==> src/rtl/simd_gate_pkg.sv <==
package simd_gate_pkg;
  localparam int FAULT_N = 3;
  // bit order is also the priority order: lowest index wins
  localparam int FLT_UD = 0;
  localparam int FLT_NM = 1;
  localparam int FLT_MF = 2;
  typedef logic [FAULT_N-1:0] fault_vec_t;
endpackage

==> src/rtl/simd_fault_prio.sv <==
module simd_fault_prio
  import simd_gate_pkg::*;
(
  input  logic       eval_i,
  input  logic       simd_i,
  input  logic       em_i,
  input  logic       ts_i,
  input  logic       fp_i,
  output fault_vec_t vec_o
);
  fault_vec_t raw;
  fault_vec_t blocked;

  always_comb begin
    raw         = '0;
    raw[FLT_UD] = em_i;
    raw[FLT_NM] = ts_i;
    raw[FLT_MF] = fp_i;
    if (!(eval_i && simd_i)) raw = '0;
  end

  // blocked[i]: some higher-priority condition is present
  assign blocked[0] = 1'b0;
  for (genvar i = 1; i < FAULT_N; i++) begin : g_chain
    assign blocked[i] = blocked[i-1] | raw[i-1];
  end

  assign vec_o = raw & ~blocked;
endmodule

==> src/rtl/simd_replay_reg.sv <==
module simd_replay_reg #(
  parameter int DATA_W = 32
) (
  input  logic              clk_i,
  input  logic              rst_ni,
  input  logic              load_i,
  input  logic [DATA_W-1:0] data_i,
  input  logic              clear_i,
  output logic              busy_o,
  output logic [DATA_W-1:0] data_o
);
  always_ff @(posedge clk_i or negedge rst_ni) begin
    if (!rst_ni) begin
      busy_o <= 1'b0;
      data_o <= '0;
    end else if (load_i) begin
      busy_o <= 1'b1;
      data_o <= data_i;
    end else if (clear_i) begin
      busy_o <= 1'b0;
    end
  end
endmodule

==> src/rtl/simd_fault_gate.sv <==
module simd_fault_gate
  import simd_gate_pkg::*;
#(
  parameter int DATA_W = 32
) (
  input  logic              clk_i,
  input  logic              rst_ni,
  input  logic              instr_valid_i,
  input  logic              instr_simd_i,
  input  logic [DATA_W-1:0] instr_data_i,
  input  logic              ctrl_em_i,
  input  logic              ctrl_ts_i,
  input  logic              fp_pending_i,
  input  logic              handler_ret_i,
  output logic              issue_grant_o,
  output logic              issue_replay_o,
  output logic [DATA_W-1:0] issue_data_o,
  output logic              fault_valid_o,
  output logic [FAULT_N-1:0] fault_vec_o,
  output logic              stall_o
);
  logic              busy;
  logic [DATA_W-1:0] held_data;
  logic              eval_new, eval_rep, eval_any;
  logic              cand_simd;
  logic [DATA_W-1:0] cand_data;
  fault_vec_t        vec;
  logic              fault_any;

  assign eval_new  = instr_valid_i && !busy;
  assign eval_rep  = busy && handler_ret_i;   // replay wins over a new offer
  assign eval_any  = eval_new || eval_rep;
  assign cand_simd = eval_rep ? 1'b1 : instr_simd_i;
  assign cand_data = eval_rep ? held_data : instr_data_i;

  simd_fault_prio u_prio (
    .eval_i (eval_any),
    .simd_i (cand_simd),
    .em_i   (ctrl_em_i),
    .ts_i   (ctrl_ts_i),
    .fp_i   (fp_pending_i),
    .vec_o  (vec)
  );

  assign fault_any = |vec;

  simd_replay_reg #(.DATA_W(DATA_W)) u_replay (
    .clk_i   (clk_i),
    .rst_ni  (rst_ni),
    .load_i  (eval_new && fault_any),
    .data_i  (instr_data_i),
    .clear_i (eval_rep && !fault_any),
    .busy_o  (busy),
    .data_o  (held_data)
  );

  always_ff @(posedge clk_i or negedge rst_ni) begin
    if (!rst_ni) begin
      issue_grant_o  <= 1'b0;
      issue_replay_o <= 1'b0;
      issue_data_o   <= '0;
      fault_valid_o  <= 1'b0;
      fault_vec_o    <= '0;
    end else begin
      issue_grant_o  <= eval_any && !fault_any;
      issue_replay_o <= eval_rep && !fault_any;
      fault_valid_o  <= fault_any;
      fault_vec_o    <= vec;
      if (eval_any && !fault_any) issue_data_o <= cand_data;
    end
  end

  assign stall_o = busy;
endmodule

==> config.mk <==
export PLATFORM = sky130hd
export DESIGN_NAME = simd_fault_gate
export DESIGN_NICKNAME = d
export VERILOG_FILES = /design/src/rtl/simd_gate_pkg.sv /design/src/rtl/simd_fault_prio.sv /design/src/rtl/simd_replay_reg.sv /design/src/rtl/simd_fault_gate.sv
export SDC_FILE = /design/constraint.sdc
export NUM_CORES = 1
export LEC_CHECK = 0
export BUFFER_PORTS_ARGS = -buffer_cell sky130_fd_sc_hd__clkbuf_2
export CELL_PAD_IN_SITES_DETAIL_PLACEMENT = 1
export CELL_PAD_IN_SITES_GLOBAL_PLACEMENT = 1
export CORE_ASPECT_RATIO = 0.5
export CORE_UTILIZATION = 42
export CTS_CLUSTER_SIZE = 25
export DETAILED_ROUTE_END_ITERATION = 6
export GPL_ROUTABILITY_DRIVEN = 0
export PLACE_DENSITY_LB_ADDON = 0.1
export SETUP_SLACK_MARGIN = 0.3
export SLEW_MARGIN = 20
export SYNTH_ARGS = -nofsm -noshare
export SYNTH_HDL_FRONTEND = slang
export SYNTH_SLANG_ARGS = --single-unit
==> constraint.sdc <==
create_clock -name clk_i -period 2.1 [get_ports clk_i]
set_clock_uncertainty 0.15 [all_clocks]
set_input_delay 0 -clock clk_i [delete_from_list [all_inputs] [get_ports clk_i]]
set_output_delay 0 -clock clk_i [all_outputs]
set_load 0.01 [all_outputs]
## Word level (Yosys, flattened, before mapping)

Index checks and enable logic that the tools add are counted.

- Add/sub/neg operators: 0
- $mul: 0
- Divide/modulo/power cells: 0
- Magnitude comparators: 0
- Eq/ne operators: 0
- Shift-type cells: 0
- Muxes and demuxes: 5
- Bitwise gates (word level): 3
- Reduce and logical (&&, ||, !) cells: 11

Operators with widths:

| operator | number |
|---|---|
| $mux 32 | 1 |
| $logic_and 1x1->1 | 6 |
| $and 3x3->3 | 1 |
| $mux 1 | 3 |
| $mux 3 | 1 |
| $not 3->3 | 1 |
| $reduce_or 3->1 | 1 |
| $logic_not 1->1 | 2 |
| $reduce_bool 2->1 | 1 |
| $logic_or 1x1->1 | 1 |
| $or 1x1->1 | 1 |

- Bits in registers: 71
- Bits in latches: 0
- RAM bits: 0
- Memory bits (read-only): 0
- Word-level logic and storage cells: 26
- Memories kept: 0

## Depth between registers and ports, before layout

Gate-level depths: netlist (run 1).

- Depth after elaboration: 13
- Mapped depth: 5

## By module

Synthesis (run 1) repeated with hierarchy kept, for this count alone.

- Cell total of the unflattened synthesis: 192
- Area, all modules: 3188.1 um^2

By module, submodules not included:

| module | instances | cells each | area each (um^2) |
|---|---|---|---|
| simd_fault_gate | 1 | 117 | 1776.7 |
| simd_replay_reg | 1 | 71 | 1377.6 |
| simd_fault_prio | 1 | 4 | 33.8 |

## Worst setup path after synthesis (run 1)

No wires, ideal clock.

- Path kind: reg2reg
- Start point: register u_replay.busy_o
- End point: register u_replay.data_o[0]
- Library setup time: 0.125 ns
- Data arrival time: 1.467 ns
- Data required time: 1.825 ns
- Slack: 0.358 ns
- Stages on the path, launching flop included: 6
- Path buffers: 1
- Period minus slack after synthesis: 1.742 ns
- Cell sequence: dfrtp_1 nand3b_1 a21oi_4 nand2_4 buf_6 mux2_4

- Cells in the longest elaborated chain, start to end: 10
- Elaborated cells on any way between the ends: 12
- Those cells by class: mux: 2; bitwise: 3; reduce/logical: 7

RTL lines:

| what | line | text |
|---|---|---|
| start, declared | simd_replay_reg.sv:9 | `output logic busy_o,` |
| start signal, assigned | simd_replay_reg.sv:14 | `busy_o <= 1'b0;` |
| start signal, assigned | simd_replay_reg.sv:17 | `busy_o <= 1'b1;` |
| start signal, assigned | simd_replay_reg.sv:20 | `busy_o <= 1'b0;` |
| $logic_not 1->1 | simd_fault_gate.sv:30 | `assign eval_new = instr_valid_i && !busy;` |
| $logic_and 1x1->1 | simd_fault_gate.sv:30 |  |
| $logic_or 1x1->1 | simd_fault_gate.sv:32 | `assign eval_any = eval_new \|\| eval_rep;` |
| $logic_and 1x1->1 | simd_fault_prio.sv:19 | `if (!(eval_i && simd_i)) raw = '0;` |
| $mux 3 | simd_fault_prio.sv:19 |  |
| $or 1x1->1 | simd_fault_prio.sv:25 | `assign blocked[i] = blocked[i-1] \| raw[i-1];` |
| $not 3->3 | simd_fault_prio.sv:28 | `assign vec_o = raw & ~blocked;` |
| $and 3x3->3 | simd_fault_prio.sv:28 |  |
| $reduce_or 3->1 | simd_fault_gate.sv:45 | `assign fault_any = \|vec;` |
| $logic_and 1x1->1 (*) | simd_fault_gate.sv:50 | `.load_i (eval_new && fault_any),` |
| end signal, assigned | simd_replay_reg.sv:18 | `data_o <= data_i;` |
| end, declared | simd_replay_reg.sv:10 | `output logic [DATA_W-1:0] data_o` |

Mark *: on every way between the ends. The rest lies on a longest branch, timed or not.
A chain may end at the register's enable or synchronous reset.

## Final worst setup path (run 1)

- Start point: register u_replay.busy_o
- End point: register issue_data_o[11]

- Cells in the longest elaborated chain, start to end: 11
- Elaborated cells on any way between the ends: 14
- Those cells by class: mux: 3; bitwise: 3; reduce/logical: 8

RTL lines:

| what | line | text |
|---|---|---|
| $logic_not 1->1 | simd_fault_gate.sv:30 |  |
| $logic_and 1x1->1 | simd_fault_gate.sv:30 |  |
| $logic_or 1x1->1 | simd_fault_gate.sv:32 |  |
| $logic_and 1x1->1 | simd_fault_prio.sv:19 |  |
| $mux 3 | simd_fault_prio.sv:19 |  |
| $or 1x1->1 | simd_fault_prio.sv:25 |  |
| $not 3->3 | simd_fault_prio.sv:28 |  |
| $and 3x3->3 | simd_fault_prio.sv:28 |  |
| $reduce_or 3->1 | simd_fault_gate.sv:45 |  |
| $logic_not 1->1 | simd_fault_gate.sv:69 | `if (eval_any && !fault_any) issue_data_o <= cand_data;` |
| $logic_and 1x1->1 | simd_fault_gate.sv:69 |  |
| end signal, assigned | simd_fault_gate.sv:69 |  |
| end, declared | simd_fault_gate.sv:17 | `output logic [DATA_W-1:0] issue_data_o,` |

Several ways; a longest one is shown, not always the timed one.

==> results of run 1 <==
-- critical path, stage by stage, from the launching register on --
cell and delay, ns:
dfrtp_2 0.42, buf_4 0.16, nor2b_2 0.22, a21oi_2 0.08, buf_4 0.25, o21ai_0 0.35
o21ai_2 0.12
-- cell families after synthesis --
family	count (synthesis)
flip-flops	71
buffers and inverters	16
AO/OA/AOI/OAI	68
multiplexers	64
AND/OR/NAND/NOR	12
-- through the flow --
stage | hold WS, ns | instance area (µm²)
after floorplan | -0.446 | 3100
after global placement | -0.0907 | 3610
after detailed placement | -0.0872 | 3610
after CTS | 0.0978 | 4310
after global routing | 0.140 | 4610
final | 0.0802 | 4610
-- report_power, final --
part / switching, mW / internal [mW]
Combinational: 0.814 / 0.901
Sequential: 0.318 / 1.87
Clock: 0.558 / 0.946
Total: 1.69 / 3.71
-- flip-flops by register name, summed over array words and instances (netlist names) --
signal / cells
issue_grant_o: 1
fault_vec_o: 3
issue_data_o: 32
u_replay.busy_o: 1
fault_valid_o: 1
issue_replay_o: 1
u_replay.data_o: 32
-- synth_stat cells (all sizes together) --
library cell	instances	area (µm²)
nor3b	1	7.51
a21oi	3	26.3
nand3b	1	7.51
nor2	1	3.75
nor4b	1	8.76
inv	1	3.75
dfrtp	71	1780
clkbuf	6	22.5
mux2i	32	320
nor2b	2	12.5
nor3	1	10.0
and2	1	6.26
or3	1	6.26
a31oi	1	6.26
mux2	32	473
or2	1	6.26
nand2	2	17.5
buf	9	62.6
o21ai	64	320
-- routing by layer --
metal / part of all wire [%] / track usage [%]
met1: 43 / 28.9
met2: 50 / 38.4
met3: 4.9 / 6.48
met4: 1.8 / 9.49
met5: 0 / 0
-- what timing repair did --
item | CTS | global route
hold endpoints to repair | 140 | 0
hold buffers | 39 | 0
cloned | 0 | 4
setup endpoints to repair | 65 | 67
buffers inserted | 0 | 6
pin swaps | 1 | 29
resized for setup | 3 | 46
-- path summary, 6_finish.rpt --
path,start,end
worst max-delay path,u_replay.busy_o$_DFFE_PN0P_,issue_data_o[11]$_DFFE_PN0P_
max in group asynchronous,rst_ni,u_replay.busy_o$_DFFE_PN0P_
worst min-delay path,rst_ni,issue_data_o[11]$_DFFE_PN0P_
worst max register to register,u_replay.busy_o$_DFFE_PN0P_,issue_data_o[11]$_DFFE_PN0P_
worst min register to register,u_replay.data_o[14]$_DFFE_PN0P_,u_replay.data_o[14]$_DFFE_PN0P_
min in group clk_i,instr_data_i[25],u_replay.data_o[25]$_DFFE_PN0P_
-- final cells by class --
cell class / count / area [µm²] / share of cell area [%]
clock inverters: 4 / 45.0 / 0.977
flip-flops and latches: 71 / 1780 / 38.6
inverters: 1 / 3.75 / 0.0814
repair buffers: 136 / 1060 / 23.0
clock buffers: 12 / 246 / 5.35
multi-input cells: 144 / 1360 / 29.5
well taps: 92 / 115 / 2.50
==> results.py, run 1 <==
metrics = {
    "route": {
        "drt_iter0_markers": 105,
        "dr.pass1.iters": 4,
        "ant_nets": 0,
        "routed_wirelength_mm": 9.98,
        "viasPerCell": 5.32,
        "drc_errors": 0,
        "drt-wirelength-per-cell_um": 21.7,
        "num_vias": 2447,
    },
    "floorplanning": {
        "die_h_um": 62.7,
        "rows": 21,
        "fp.dieArea_mm2": 0.00774,
        "start_util_pct": 44.8,
        "coreArea_mm2": 0.00691,
        "io_pins": 79,
        "die_x_um": 123,
    },
    "finish": {
        "fillCellCount": 692,
        "drive_above_1_share_pct": 49.5,
        "area_delta_synth_final_pct": 48.8,
        "layout.nets": 403,
        "instances_no_fill": 460,
        "final_util_pct": 66.7,
        "diodes": 0,
        "final_common_cell": "clkbuf_2",
        "final_cell_mix": "clkbuf_2 (77), dfrtp_1 (70), dlygate4sd3_1 (39)",
    },
    "pwr": {
        "p_leak_nw": 2.35,
        "pwr_density_cell_mw_per_mm2": 1170,
        "irDropWorstVdd_uv": 628,
        "p_total_mw": 5.40,
    },
    "logic_synthesis": {
        "synth_top_family_by_area": "multiplexers",
        "synthCells": 231,
        "synth_cell_types": 25,
        "yosys_warnings": 0,
        "synth_seq_cells": 71,
        "yosys.area_share.simple_pct": 2.79,
        "syn_area_mm2": 0.00310,
        "synth_compound_area_share_pct": 11.4,
        "postSynthAreaPerCell_um2": 13.4,
        "synth_adder_area_share_pct": 0,
        "yosysSeqAreaShare_pct": 57.4,
        "synth_nets": 271,
        "muxShareOfSynthArea_pct": 25.6,
        "synth_xor_area_share_pct": 0,
    },
    "setup_path": {
        "ff2ff_path_depth": 6,
        "required_ns": 2.15,
        "r2r_setup_slack_ns": 0.20,
        "crit_arrival_ns": 1.95,
        "path_max_fanout": 32,
        "worstSetupStartpointType": "flip-flop",
        "worstSetupPathType": "flip-flop to flip-flop",
        "endpoint_kind": "flip-flop",
    },
    "timing": {
        "layout_setup_ws_ns": 0.201,
        "slew_headroom_pct": 70.5,
        "min_period_over_period_pct": 90.4,
        "tns_ns": 0,
        "setup_viol": 0,
        "finalCriticalPeriod_ns": 1.90,
        "tightest_slew_ns": 0.442,
        "finalMaxSlewViolations": 0,
        "hold_violations": 0,
        "rsz0062_at_grt": "yes",
        "fmax_mhz": 527,
    },
    "clock_tree": {
        "cts_buffers": 9,
        "clock_sinks": 71,
        "htree_levels": 3,
        "cts_max_path_buffers": 2,
        "clk_latency_ns": 0.33,
        "cts_tree": "yes",
        "clk_pin_slew_ns": 0.06,
        "cts-root-buf": "clkbuf_16",
    },
    "global_routing": {
        "grt_pass1_wl_mm": 13.3,
        "grt_max_degree": 72,
        "antenna_found_initial": 0,
        "grt_overflow_total": 0,
        "grt_usage_pct": 23.3,
        "grt_pass1_vias": 2614,
    },
    "placement": {
        "placed_cells": 395,
        "dp_worst_setup_slack_ns": 0.223,
        "port_buffers": 78,
        "dpl.hpwl_mm": 4.88,
    },
    "min_path": {
        "hp-class": "input port to async pin",
    },
    "run_status": {
        "outcome": "finished, final reports clean",
    },
    "job": {
        "cap_viol_max_count": 0,
    },
}
Note: power is estimated with default switching activity, not from simulation.
==> run 2: changes to the inputs <==
--- a/config.mk
+++ b/config.mk
@@ -9,10 +9,12 @@
 export CELL_PAD_IN_SITES_DETAIL_PLACEMENT = 1
 export CELL_PAD_IN_SITES_GLOBAL_PLACEMENT = 1
 export CORE_ASPECT_RATIO = 0.5
+export CORE_MARGIN = 2
 export CORE_UTILIZATION = 42
 export CTS_CLUSTER_SIZE = 25
 export DETAILED_ROUTE_END_ITERATION = 6
 export GPL_ROUTABILITY_DRIVEN = 0
+export HOLD_SLACK_MARGIN = 0.12
 export PLACE_DENSITY_LB_ADDON = 0.1
 export SETUP_SLACK_MARGIN = 0.3
 export SLEW_MARGIN = 20
==> results.py, run 2 (synthesis results as in run 1) <==
metrics = {
    "floorplanning": {
        "coreArea_mm2": 0.00724,
        "start_util_pct": 42.8,
        "die_x_um": 125,
        "io_pins": 79,
        "die_h_um": 64.7,
        "rows": 22,
        "fp.dieArea_mm2": 0.00812,
    },
    "job": {
        "cap_viol_max_count": 0,
    },
    "pwr": {
        "pwr_density_cell_mw_per_mm2": 1250,
        "irDropWorstVdd_uv": 677,
        "p_leak_nw": 2.28,
    },
    "setup_path": {
        "r2r_setup_slack_ns": 0.27,
        "worstSetupPathType": "flip-flop to flip-flop",
        "r2r-start": "u_replay.busy_o$_DFFE_PN0P_",
        "worstSetupStartpointType": "flip-flop",
        "required_ns": 2.17,
        "path_max_fanout": 13,
        "endpoint_kind": "flip-flop",
        "ff2ff_path_depth": 5,
        "regToRegEndpoint": "u_replay.data_o[28]$_DFFE_PN0P_",
        "crit_arrival_ns": 1.89,
    },
    "global_routing": {
        "antenna_found_initial": 1,
        "grt_overflow_total": 0,
        "grt_usage_pct": 21.5,
        "grt_pass1_vias": 2592,
        "grt_pass1_wl_mm": 13.4,
        "grt_max_degree": 72,
    },
    "timing": {
        "fmax_mhz": 548,
        "finalMaxSlewViolations": 0,
        "holdWs_ns": 0.184,
        "rsz0062_at_grt": "yes",
        "slew_headroom_pct": 37.8,
        "setup_viol": 0,
        "min_period_over_period_pct": 86.9,
        "tightest_slew_ns": 0.933,
        "finalCriticalPeriod_ns": 1.83,
        "tns_ns": 0,
        "hold_violations": 0,
    },
    "clock_tree": {
        "cts_max_path_buffers": 2,
        "clk_pin_slew_ns": 0.06,
        "cts_buffers": 9,
        "clk_latency_ns": 0.33,
        "htree_levels": 3,
        "clock_sinks": 71,
        "cts_tree": "yes",
        "cts-root-buf": "clkbuf_16",
    },
    "finish": {
        "reg_top3": "issue_data_o x32, u_replay.data_o x32, fault_vec_o x3",
        "drive_above_1_share_pct": 40.2,
        "final_cell_mix": "clkbuf_2 (76), dfrtp_1 (70), dlygate4sd3_1 (39)",
        "layout.nets": 396,
        "area_delta_synth_final_pct": 44.2,
        "final_common_cell": "clkbuf_2",
    },
    "min_path": {
        "hp-class": "input port to async pin",
    },
    "route": {
        "num_vias": 2306,
        "routed_wirelength_mm": 8.27,
        "drt-wirelength-per-cell_um": 18.0,
        "viasPerCell": 5.03,
        "dr.pass1.iters": 4,
        "drt_iter0_markers": 65,
        "ant_nets": 0,
        "drc_errors": 0,
    },
    "run_status": {
        "outcome": "finished, final reports clean",
    },
    "placement": {
        "dpl.hpwl_mm": 4.59,
        "port_buffers": 78,
    },
}
-- run 2: cell count changes in the layout (fill, tap and decap cells not counted), moves of 2 or more --
cell,previous run,this run
buf_12,5,1
clkbuf_16,12,10
o21ai_2,32,0
bufinv_16,1,5
clkbuf_1,2,0
o21ai_1,1,33
clkinv_2,3,1
-- run 2: power breakdown --
group | internal [mW] | switching (mW)
registers | 1.87 | 0.279
logic | 0.788 | 0.642
clock network | 1.43 | 0.584
total | 4.09 | 1.51
-- run 2: worst max-delay path by stage --
stage,slack [ns],from,cells after the start,to
6_report,0.27,u_replay.busy_o$_DFFE_PN0P_,5,u_replay.data_o[28]$_DFFE_PN0P_
5_1_grt,0.21,u_replay.busy_o$_DFFE_PN0P_,5,u_replay.data_o[28]$_DFFE_PN0P_
4_1_cts,0.31,u_replay.busy_o$_DFFE_PN0P_,5,u_replay.data_o[14]$_DFFE_PN0P_
3_5_place_dp,0.23,u_replay.busy_o$_DFFE_PN0P_,5,u_replay.data_o[14]$_DFFE_PN0P_
3_3_place_gp,0.32,u_replay.busy_o$_DFFE_PN0P_,5,u_replay.data_o[14]$_DFFE_PN0P_
2_1_floorplan,0.36,u_replay.busy_o$_DFFE_PN0P_,5,u_replay.data_o[0]$_DFFE_PN0P_
-- run 2: area by class of cell --
type,instances,area [µm²]
Timing Repair Buffer,129,925
Clock inverter,6,155
Fill cell,741,2770
Multi-Input combinational cell,144,1240
Sequential cell,71,1780
Inverter,1,3.75
Clock buffer,10,239
Antenna cell,1,2.50
Tap cell,96,120
-- run 2: metrics by stage --
step                      instance area [µm²]  std cells  setup slack [ns]  total power, mW  utilization, %
after floorplan                          3100        231             0.358             2.97               -
after global placement                   3590        398             0.318             3.43            49.6
after detailed placement                 3590        398             0.227             3.50            49.6
after CTS                                4410        456             0.311             5.62            60.9
after global routing                     4470        458             0.210             5.88            61.7
final                                    4470        458             0.275             5.59            61.7
-- run 2: per-layer routing --
layer | up-vias | GRT usage [%] | wire, µm | part of all wire, %
met5 | - | 0 | 0 | 0
met2 | 50 | 37.5 | 4200 | 51
met3 | 7 | 6.94 | 323 | 3.9
met1 | 1171 | 26.3 | 3680 | 45
met4 | 0 | 5.14 | 64 | 0.77
li1 | 1078 | - | - | -
-- run 2: worst max-delay path: stages (launching register included) --
cell and delay (ns):
dfrtp_2 0.43, nand3b_1 0.25, a21oi_4 0.25, nand2_4 0.11, buf_6 0.19, mux2_4 0.31
-- run 2: what timing repair did --
item / in CTS / in global routing
hold buffers: 40 / 0
resized for setup: 2 / 11
pin swaps: 1 / 2
setup endpoints to repair: 49 / 62
buffers inserted: 2 / 1
endpoints found under the hold margin: 140 / 0
gates cloned: 0 / 1
